==> src/rtl/fft8_pkg.sv <==
// Shared constants, index type and bit-reversal helper for the FFT engine.
// Assumes a power-of-two size; the twiddle table is written for eight points.
package fft8_pkg;
    localparam int LOG_N = 3;
    localparam int N     = 1 << LOG_N;
    localparam int HALF  = N / 2;
    localparam int STW   = $clog2(LOG_N);

    typedef logic [LOG_N-1:0] idx_t;

    // Mirror the bits of an index.
    function automatic idx_t bitrev(input idx_t v);
        idx_t r;
        for (int i = 0; i < LOG_N; i++) r[i] = v[LOG_N-1-i];
        return r;
    endfunction
endpackage

==> src/rtl/fft8_twrom.sv <==
// Twiddle constants W8^k = cos - j sin, for k in 0..3, in signed Q1.(FRAC).
// Assumes an eight-point transform; entries are computed from FRAC.
module fft8_twrom #(
    parameter int DW   = 16,
    parameter int FRAC = 14
) (
    input  logic [fft8_pkg::LOG_N-2:0] k,
    output logic signed [DW-1:0]       w_re,
    output logic signed [DW-1:0]       w_im
);
    localparam int  ONE  = 1 << FRAC;
    localparam real ISQ2 = 0.7071067811865476;
    localparam int  R2   = int'(ISQ2 * real'(ONE));

    // Select the constant pair for the requested twiddle power.
    always_comb begin
        unique case (k)
            2'd0:    begin w_re = DW'(ONE);  w_im = '0;         end
            2'd1:    begin w_re = DW'(R2);   w_im = DW'(-R2);   end
            2'd2:    begin w_re = '0;        w_im = DW'(-ONE);  end
            default: begin w_re = DW'(-R2);  w_im = DW'(-R2);   end
        endcase
    end
endmodule

==> src/rtl/fft8_bfly.sv <==
// Radix-2 butterfly: x = (a + W*b)/2 and y = (a - W*b)/2, truncated.
// With trivial set, W is taken as one and the multiplier is bypassed.
// Assumes operands small enough that the halved results fit DW bits.
module fft8_bfly #(
    parameter int DW   = 16,
    parameter int FRAC = 14
) (
    input  logic                 clk,
    input  logic                 rst_n,
    input  logic                 en,
    input  logic                 trivial,
    input  logic signed [DW-1:0] a_re,
    input  logic signed [DW-1:0] a_im,
    input  logic signed [DW-1:0] b_re,
    input  logic signed [DW-1:0] b_im,
    input  logic signed [DW-1:0] w_re,
    input  logic signed [DW-1:0] w_im,
    output logic signed [DW-1:0] x_re,
    output logic signed [DW-1:0] x_im,
    output logic signed [DW-1:0] y_re,
    output logic signed [DW-1:0] y_im
);
    localparam int PW = 2*DW + 2;

    function automatic logic signed [PW-1:0] ext(input logic signed [DW-1:0] v);
        return {{(PW-DW){v[DW-1]}}, v};
    endfunction

    function automatic logic fits(input logic signed [PW-1:0] v);
        return (v[PW-1:DW-1] == '0) || (&v[PW-1:DW-1]);
    endfunction

    logic signed [PW-1:0] p_re, p_im, s_re, s_im, d_re, d_im;

    // Form the twiddled operand, then the halved sum and difference.
    always_comb begin
        if (trivial) begin
            p_re = ext(b_re);
            p_im = ext(b_im);
        end else begin
            p_re = (ext(b_re) * ext(w_re) - ext(b_im) * ext(w_im)) >>> FRAC;
            p_im = (ext(b_re) * ext(w_im) + ext(b_im) * ext(w_re)) >>> FRAC;
        end
        s_re = (ext(a_re) + p_re) >>> 1;
        s_im = (ext(a_im) + p_im) >>> 1;
        d_re = (ext(a_re) - p_re) >>> 1;
        d_im = (ext(a_im) - p_im) >>> 1;
    end

    assign x_re = s_re[DW-1:0];
    assign x_im = s_im[DW-1:0];
    assign y_re = d_re[DW-1:0];
    assign y_im = d_im[DW-1:0];


    no_overflow_chk: assert property (@(posedge clk) disable iff (!rst_n)
        en |-> (fits(s_re) && fits(s_im) && fits(d_re) && fits(d_im)));
endmodule

==> src/rtl/fft8_ctrl.sv <==
// Butterfly sequencer: on start, steps through LOG_N stages of HALF
// butterflies. It gives the two in-place addresses and the twiddle power
// each cycle, then pulses done. Start while busy is ignored.
module fft8_ctrl
    import fft8_pkg::*;
(
    input  logic               clk,
    input  logic               rst_n,
    input  logic               start,
    output logic               busy,
    output logic               done,
    output idx_t               addr_top,
    output idx_t               addr_bot,
    output logic [LOG_N-2:0]   tw_k,
    output logic               trivial
);
    logic [STW-1:0]   stage;
    logic [LOG_N-2:0] bfly;
    logic             last;
    idx_t span, pos, grp, kfull;

    assign last    = (stage == STW'(LOG_N-1)) && (bfly == '1);
    assign trivial = (stage == '0);

    // Derive operand addresses and twiddle power from stage and butterfly.
    always_comb begin
        span     = idx_t'(1) << stage;
        pos      = idx_t'(bfly) & (span - idx_t'(1));
        grp      = idx_t'(bfly) >> stage;
        addr_top = (grp << (stage + STW'(1))) | pos;
        addr_bot = addr_top | span;
        kfull    = pos << (STW'(LOG_N-1) - stage);
        tw_k     = kfull[LOG_N-2:0];
    end

    // Run state, step counters and the done pulse.
    always_ff @(posedge clk) begin
        if (!rst_n) begin
            busy  <= 1'b0;
            done  <= 1'b0;
            stage <= '0;
            bfly  <= '0;
        end else begin
            done <= 1'b0;
            if (!busy) begin
                if (start) begin
                    busy  <= 1'b1;
                    stage <= '0;
                    bfly  <= '0;
                end
            end else if (last) begin
                busy  <= 1'b0;
                done  <= 1'b1;
                stage <= '0;
                bfly  <= '0;
            end else begin
                bfly <= bfly + 1'b1;
                if (bfly == '1) stage <= stage + 1'b1;
            end
        end
    end


    done_pulse_chk: assert property (@(posedge clk) disable iff (!rst_n)
        done |=> !done);

    done_idle_chk: assert property (@(posedge clk) disable iff (!rst_n)
        done |-> !busy);

    start_ignore_chk: assert property (@(posedge clk) disable iff (!rst_n)
        (busy && start && !last) |=> (busy && !done));
endmodule

==> src/rtl/fft8_core.sv <==
// In-place eight-point DIT FFT: a register file loaded at bit-reversed
// addresses, one butterfly per cycle for twelve cycles, and natural-order
// readout. Loads and starts are honoured only while idle.
module fft8_core #(
    parameter int DW   = 16,
    parameter int FRAC = 14
) (
    input  logic                        clk,
    input  logic                        rst_n,
    input  logic                        ld_en,
    input  logic [fft8_pkg::LOG_N-1:0]  ld_idx,
    input  logic [DW-1:0]               ld_re,
    input  logic [DW-1:0]               ld_im,
    input  logic                        start,
    output logic                        done,
    input  logic [fft8_pkg::LOG_N-1:0]  rd_idx,
    output logic [DW-1:0]               rd_re,
    output logic [DW-1:0]               rd_im
);
    import fft8_pkg::*;

    logic [N-1:0][DW-1:0] mem_re, mem_im;
    logic                 busy, trivial;
    idx_t                 a_top, a_bot;
    logic [LOG_N-2:0]     tw_k;
    logic signed [DW-1:0] w_re, w_im, x_re, x_im, y_re, y_im;

    fft8_ctrl u_ctrl (
        .clk(clk), .rst_n(rst_n), .start(start), .busy(busy), .done(done),
        .addr_top(a_top), .addr_bot(a_bot), .tw_k(tw_k), .trivial(trivial)
    );

    fft8_twrom #(.DW(DW), .FRAC(FRAC)) u_rom (
        .k(tw_k), .w_re(w_re), .w_im(w_im)
    );

    fft8_bfly #(.DW(DW), .FRAC(FRAC)) u_bfly (
        .clk(clk), .rst_n(rst_n), .en(busy), .trivial(trivial),
        .a_re(mem_re[a_top]), .a_im(mem_im[a_top]),
        .b_re(mem_re[a_bot]), .b_im(mem_im[a_bot]),
        .w_re(w_re), .w_im(w_im),
        .x_re(x_re), .x_im(x_im), .y_re(y_re), .y_im(y_im)
    );

    // Storage update: clear, butterfly write-back, or bit-reversed load.
    always_ff @(posedge clk) begin
        if (!rst_n) begin
            mem_re <= '0;
            mem_im <= '0;
        end else if (busy) begin
            mem_re[a_top] <= x_re;
            mem_im[a_top] <= x_im;
            mem_re[a_bot] <= y_re;
            mem_im[a_bot] <= y_im;
        end else if (ld_en) begin
            mem_re[bitrev(ld_idx)] <= ld_re;
            mem_im[bitrev(ld_idx)] <= ld_im;
        end
    end

    assign rd_re = mem_re[rd_idx];
    assign rd_im = mem_im[rd_idx];


    mem_hold_chk: assert property (@(posedge clk) disable iff (!rst_n)
        (!busy && !ld_en && !start) |=> ($stable(mem_re) && $stable(mem_im)));
endmodule

==> config.mk <==
export PLATFORM = sky130hd
export DESIGN_NAME = fft8_core
export DESIGN_NICKNAME = d
export VERILOG_FILES = /design/src/rtl/fft8_pkg.sv /design/src/rtl/fft8_twrom.sv /design/src/rtl/fft8_bfly.sv /design/src/rtl/fft8_ctrl.sv /design/src/rtl/fft8_core.sv
export SDC_FILE = /design/constraint.sdc
export NUM_CORES = 2
export LEC_CHECK = 0
export ABC_AREA = 1
export BUFFER_PORTS_ARGS = -buffer_cell sky130_fd_sc_hd__buf_4
export CORE_MARGIN = 5
export CORE_UTILIZATION = 50
export DETAILED_ROUTE_END_ITERATION = 10
export PLACE_DENSITY_LB_ADDON = 0.25
export SYNTH_ARGS = -nofsm -noshare
export SYNTH_HDL_FRONTEND = slang
export SYNTH_SLANG_ARGS = --single-unit
==> constraint.sdc <==
create_clock -name clk -period 10.15 [get_ports clk]
set_input_delay 1.5225 -clock clk [delete_from_list [all_inputs] [get_ports clk]]
set_output_delay 1.5225 -clock clk [all_outputs]
set_load 0.02 [all_outputs]
==> results.cfg <==
[synthesis]
syn_nets = 8275
async_reset_ff_frac = 0
synthXorXnorAreaFrac = 0.0219
syn_area_mm2 = 0.0527
synth_mux_area_frac = 0.000380
synthSimpleGateAreaFrac = 0.141
synthFlopType = dfxtp_1
yosys.area_share.adder = 0.424
ys_types = 65
synth_compound_area_frac = 0.177
synth-seq-cells = 262
yosys_warnings = 0
synth_cells = 6945
synth_edf_count = 0
avgSynthCellArea_um2 = 7.59
ys_seq_area_frac = 0.0995
synth_top_family_by_area = adder cells

[worst_setup_path]
setup.worst_path.class = flip-flop to flip-flop
cp-end-kind = flip-flop
crit_required_ns = 10.60
critPathLaunchType = flip-flop
critPathMaxStageDelay_ns = 0.57
path_max_fanout = 17
timing.critical_path.buf_inv = 20
slowest_stage = fa_1
crit_path_frequent_cell = buf_4
cpLargestDelayFamily = adder cells
cp.arrival_ns = 11.40

[power]
p_switching_mw = 8.77
power-per-cell-area_mw_per_mm2 = 255
seqPwrFrac = 0.075
combPwrFrac = 0.859
p_sw_frac = 0.527
internal_power_mw = 7.87
clkPwrFrac = 0.066
vdd_drop_max_v = 0.000450
leakagePower_nw = 32.9

[clocking]
cts_hold_buf = 0
insertion_delay_ns = 0.62
cts_made_buffers = 29
htreeDepth = 1
clockBufferDepth = 3
cts-root-buf = clkbuf_16
cts_tree = done
cts.clk_slew.worst_paths_ns = 0.07
cts.sinks = 262

[layout]
stdcell_area_mm2 = 0.0653
final_cell_mix = 1,465 x inv_1, 997 x buf_4, 866 x nand2_1, 803 x fa_1, 586 x a21oi_1
final_common_cell = inv_1
nets = 9071
drive_gt1_frac = 0.222
fillers = 9415
syn2layout_area_growth_pct = 23.9

[sta]
slew_headroom = 0.113
finClkSkew_ns = 0.0212
drv_slew = 0
timing.final.crit_share = 1.08
tightest_slew_ns = 1.33
rsz0062_at_grt = yes
layout_setup_ws_ns = -0.804
final-setup-viol-count = 181
layout_min_cycle_time_ns = 10.95
finalHoldViolCount = 0
max_freq_mhz = 91.3

[global_routing]
grt_pass1_vias = 55400
grt_pass1_wl_mm = 338
grt_max_degree = 79
antenna_found_initial = 6
grtUsageTotal = 0.398
gr-total-overflow = 0

[route]
vias_per_cell = 5.98
num_vias = 54800
wl_per_cell_um = 25.0
totalWireLength_mm = 229
ant_nets = 0
drt_iter0_drc = 7017
firstDrtPassIters = 9
drc = 0

[status]
violations = negative setup slack
status = complete, but fails checks

[placed_design]
placed_cell_area_mm2 = 0.0617
place_congestion = 1.03
numPortBuffers = 74
post-place-ws_ns = -1.06
place_hpwl_mm = 170

[die]
die_area_mm2 = 0.112
coreArea_mm2 = 0.105
die_x_um = 335
io_pins = 75
start_util = 0.502
die_y_um = 335
rows = 119

[flow_run]
maxCapViolCount = 0

[min_path]
hp-class = flip-flop to flip-flop
Yosys cell counts (26+ instances only):
| cell type | n | area share |
|---|---|---|
| or4_1 | 26 | 0.0037 |
| inv_1 | 1541 | 0.11 |
| fa_1 | 830 | 0.32 |
| nand2_1 | 924 | 0.066 |
| nand4_1 | 38 | 0.0045 |
| xor2_1 | 79 | 0.013 |
| dfxtp_1 | 262 | 0.10 |
| o21a_1 | 28 | 0.0040 |
| o21ai_0 | 479 | 0.045 |
| a221oi_1 | 68 | 0.011 |
| a21oi_1 | 659 | 0.063 |
| a31oi_1 | 39 | 0.0046 |
| ha_1 | 458 | 0.11 |
| xnor2_1 | 39 | 0.0065 |
| nand3_1 | 223 | 0.021 |
| nand2_2 | 32 | 0.0038 |
| nor2_1 | 409 | 0.029 |
| buf_2 | 27 | 0.0026 |
| o22ai_1 | 263 | 0.031 |
| buf_1 | 48 | 0.0034 |
| a211oi_1 | 43 | 0.0061 |
| clkbuf_1 | 215 | 0.015 |
worst paths after layout:
kind | cells past startpoint | endpoint | slack (ns) | start
max | 53 | mem_re[21] | -0.80 | u_ctrl.stage[0]
min | 2 | mem_im[81] | 0.51 | mem_im[81]
max reg2reg | 53 | mem_re[21] | -0.80 | u_ctrl.stage[0]
min reg2reg | 2 | mem_im[81] | 0.51 | mem_im[81]
worst reg2reg max path: cells and delay by family, from the launching register on:
family	cells	cell delay [ns]
buf+inv	20	2.40
simple gates	9	1.11
xor+xnor	2	0.32
fa+ha+maj	11	4.66
compound gates	11	1.90
flops	1	0.37
per-stage QoR:
stage	std cells	power, mW	TNS [ns]	utilization	hold WS (ns)
final	9159	16.6	-78.03	0.622	0.507
after global routing	9152	17.7	-159.67	0.622	0.532
after CTS	9122	15.4	-53.07	0.609	0.503
after detailed placement	9030	13.5	-120.69	0.588	0.491
after global placement	9030	13.4	-95.71	0.588	0.491
after floorplan	6945	7.58	0	-	0.463
cells by family after synthesis:
logic type | count (synthesis)
AOI/OAI and AO/OA | 1656
DFF | 262
buffers and inverters | 1878
and+or+nand+nor | 1735
xor gates and xnor gates | 124
adders and majority gates | 1288
muxes | 2
power by group through the flow:
stage	sequential [mW]	clock [mW]	combinational, mW
2_1_floorplan	1.22	0	6.36
3_3_place_gp	1.26	0	12.1
3_5_place_dp	1.26	0	12.2
4_1_cts	1.23	1.08	13.1
5_1_grt	1.25	1.12	15.3
6_report	1.24	1.10	14.3
sequential cells by signal, indices dropped and copies added (netlist names):
name,flops
u_ctrl.stage,2
mem_im,128
u_ctrl.done,1
u_ctrl.bfly,2
mem_re,128
u_ctrl.busy,1
timing repair:
action                                  4_1_cts  5_1_grt
setup buffers                                42       29
pin swaps                                    85      154
gates cloned                                  1        1
gates resized for setup                     228      285
endpoints found under the hold margin         0        0
endpoints found under the setup margin      226      230
routing by layer:
layer / vias up / wire (µm) / global-route usage
li1: 23700 / - / -
met1: 26100 / 79200 / 0.475
met2: 3651 / 99400 / 0.621
met3: 1305 / 27100 / 0.106
met4: 6 / 23500 / 0.295
met5: - / 131 / 0
final cells by class:
cell class              instances  area [µm²]  area share
flip-flops and latches        262        5250      0.0805
multi-input cells            4805       42600       0.652
clock inverters                14         124     0.00190
well taps                    1391        1740      0.0267
repair buffers               1080        8860       0.136
clock buffers                  35         778      0.0119
diodes                          9        22.5    0.000345
inverters                    1563        5930      0.0909
Power figures use the tool's default switching activity.
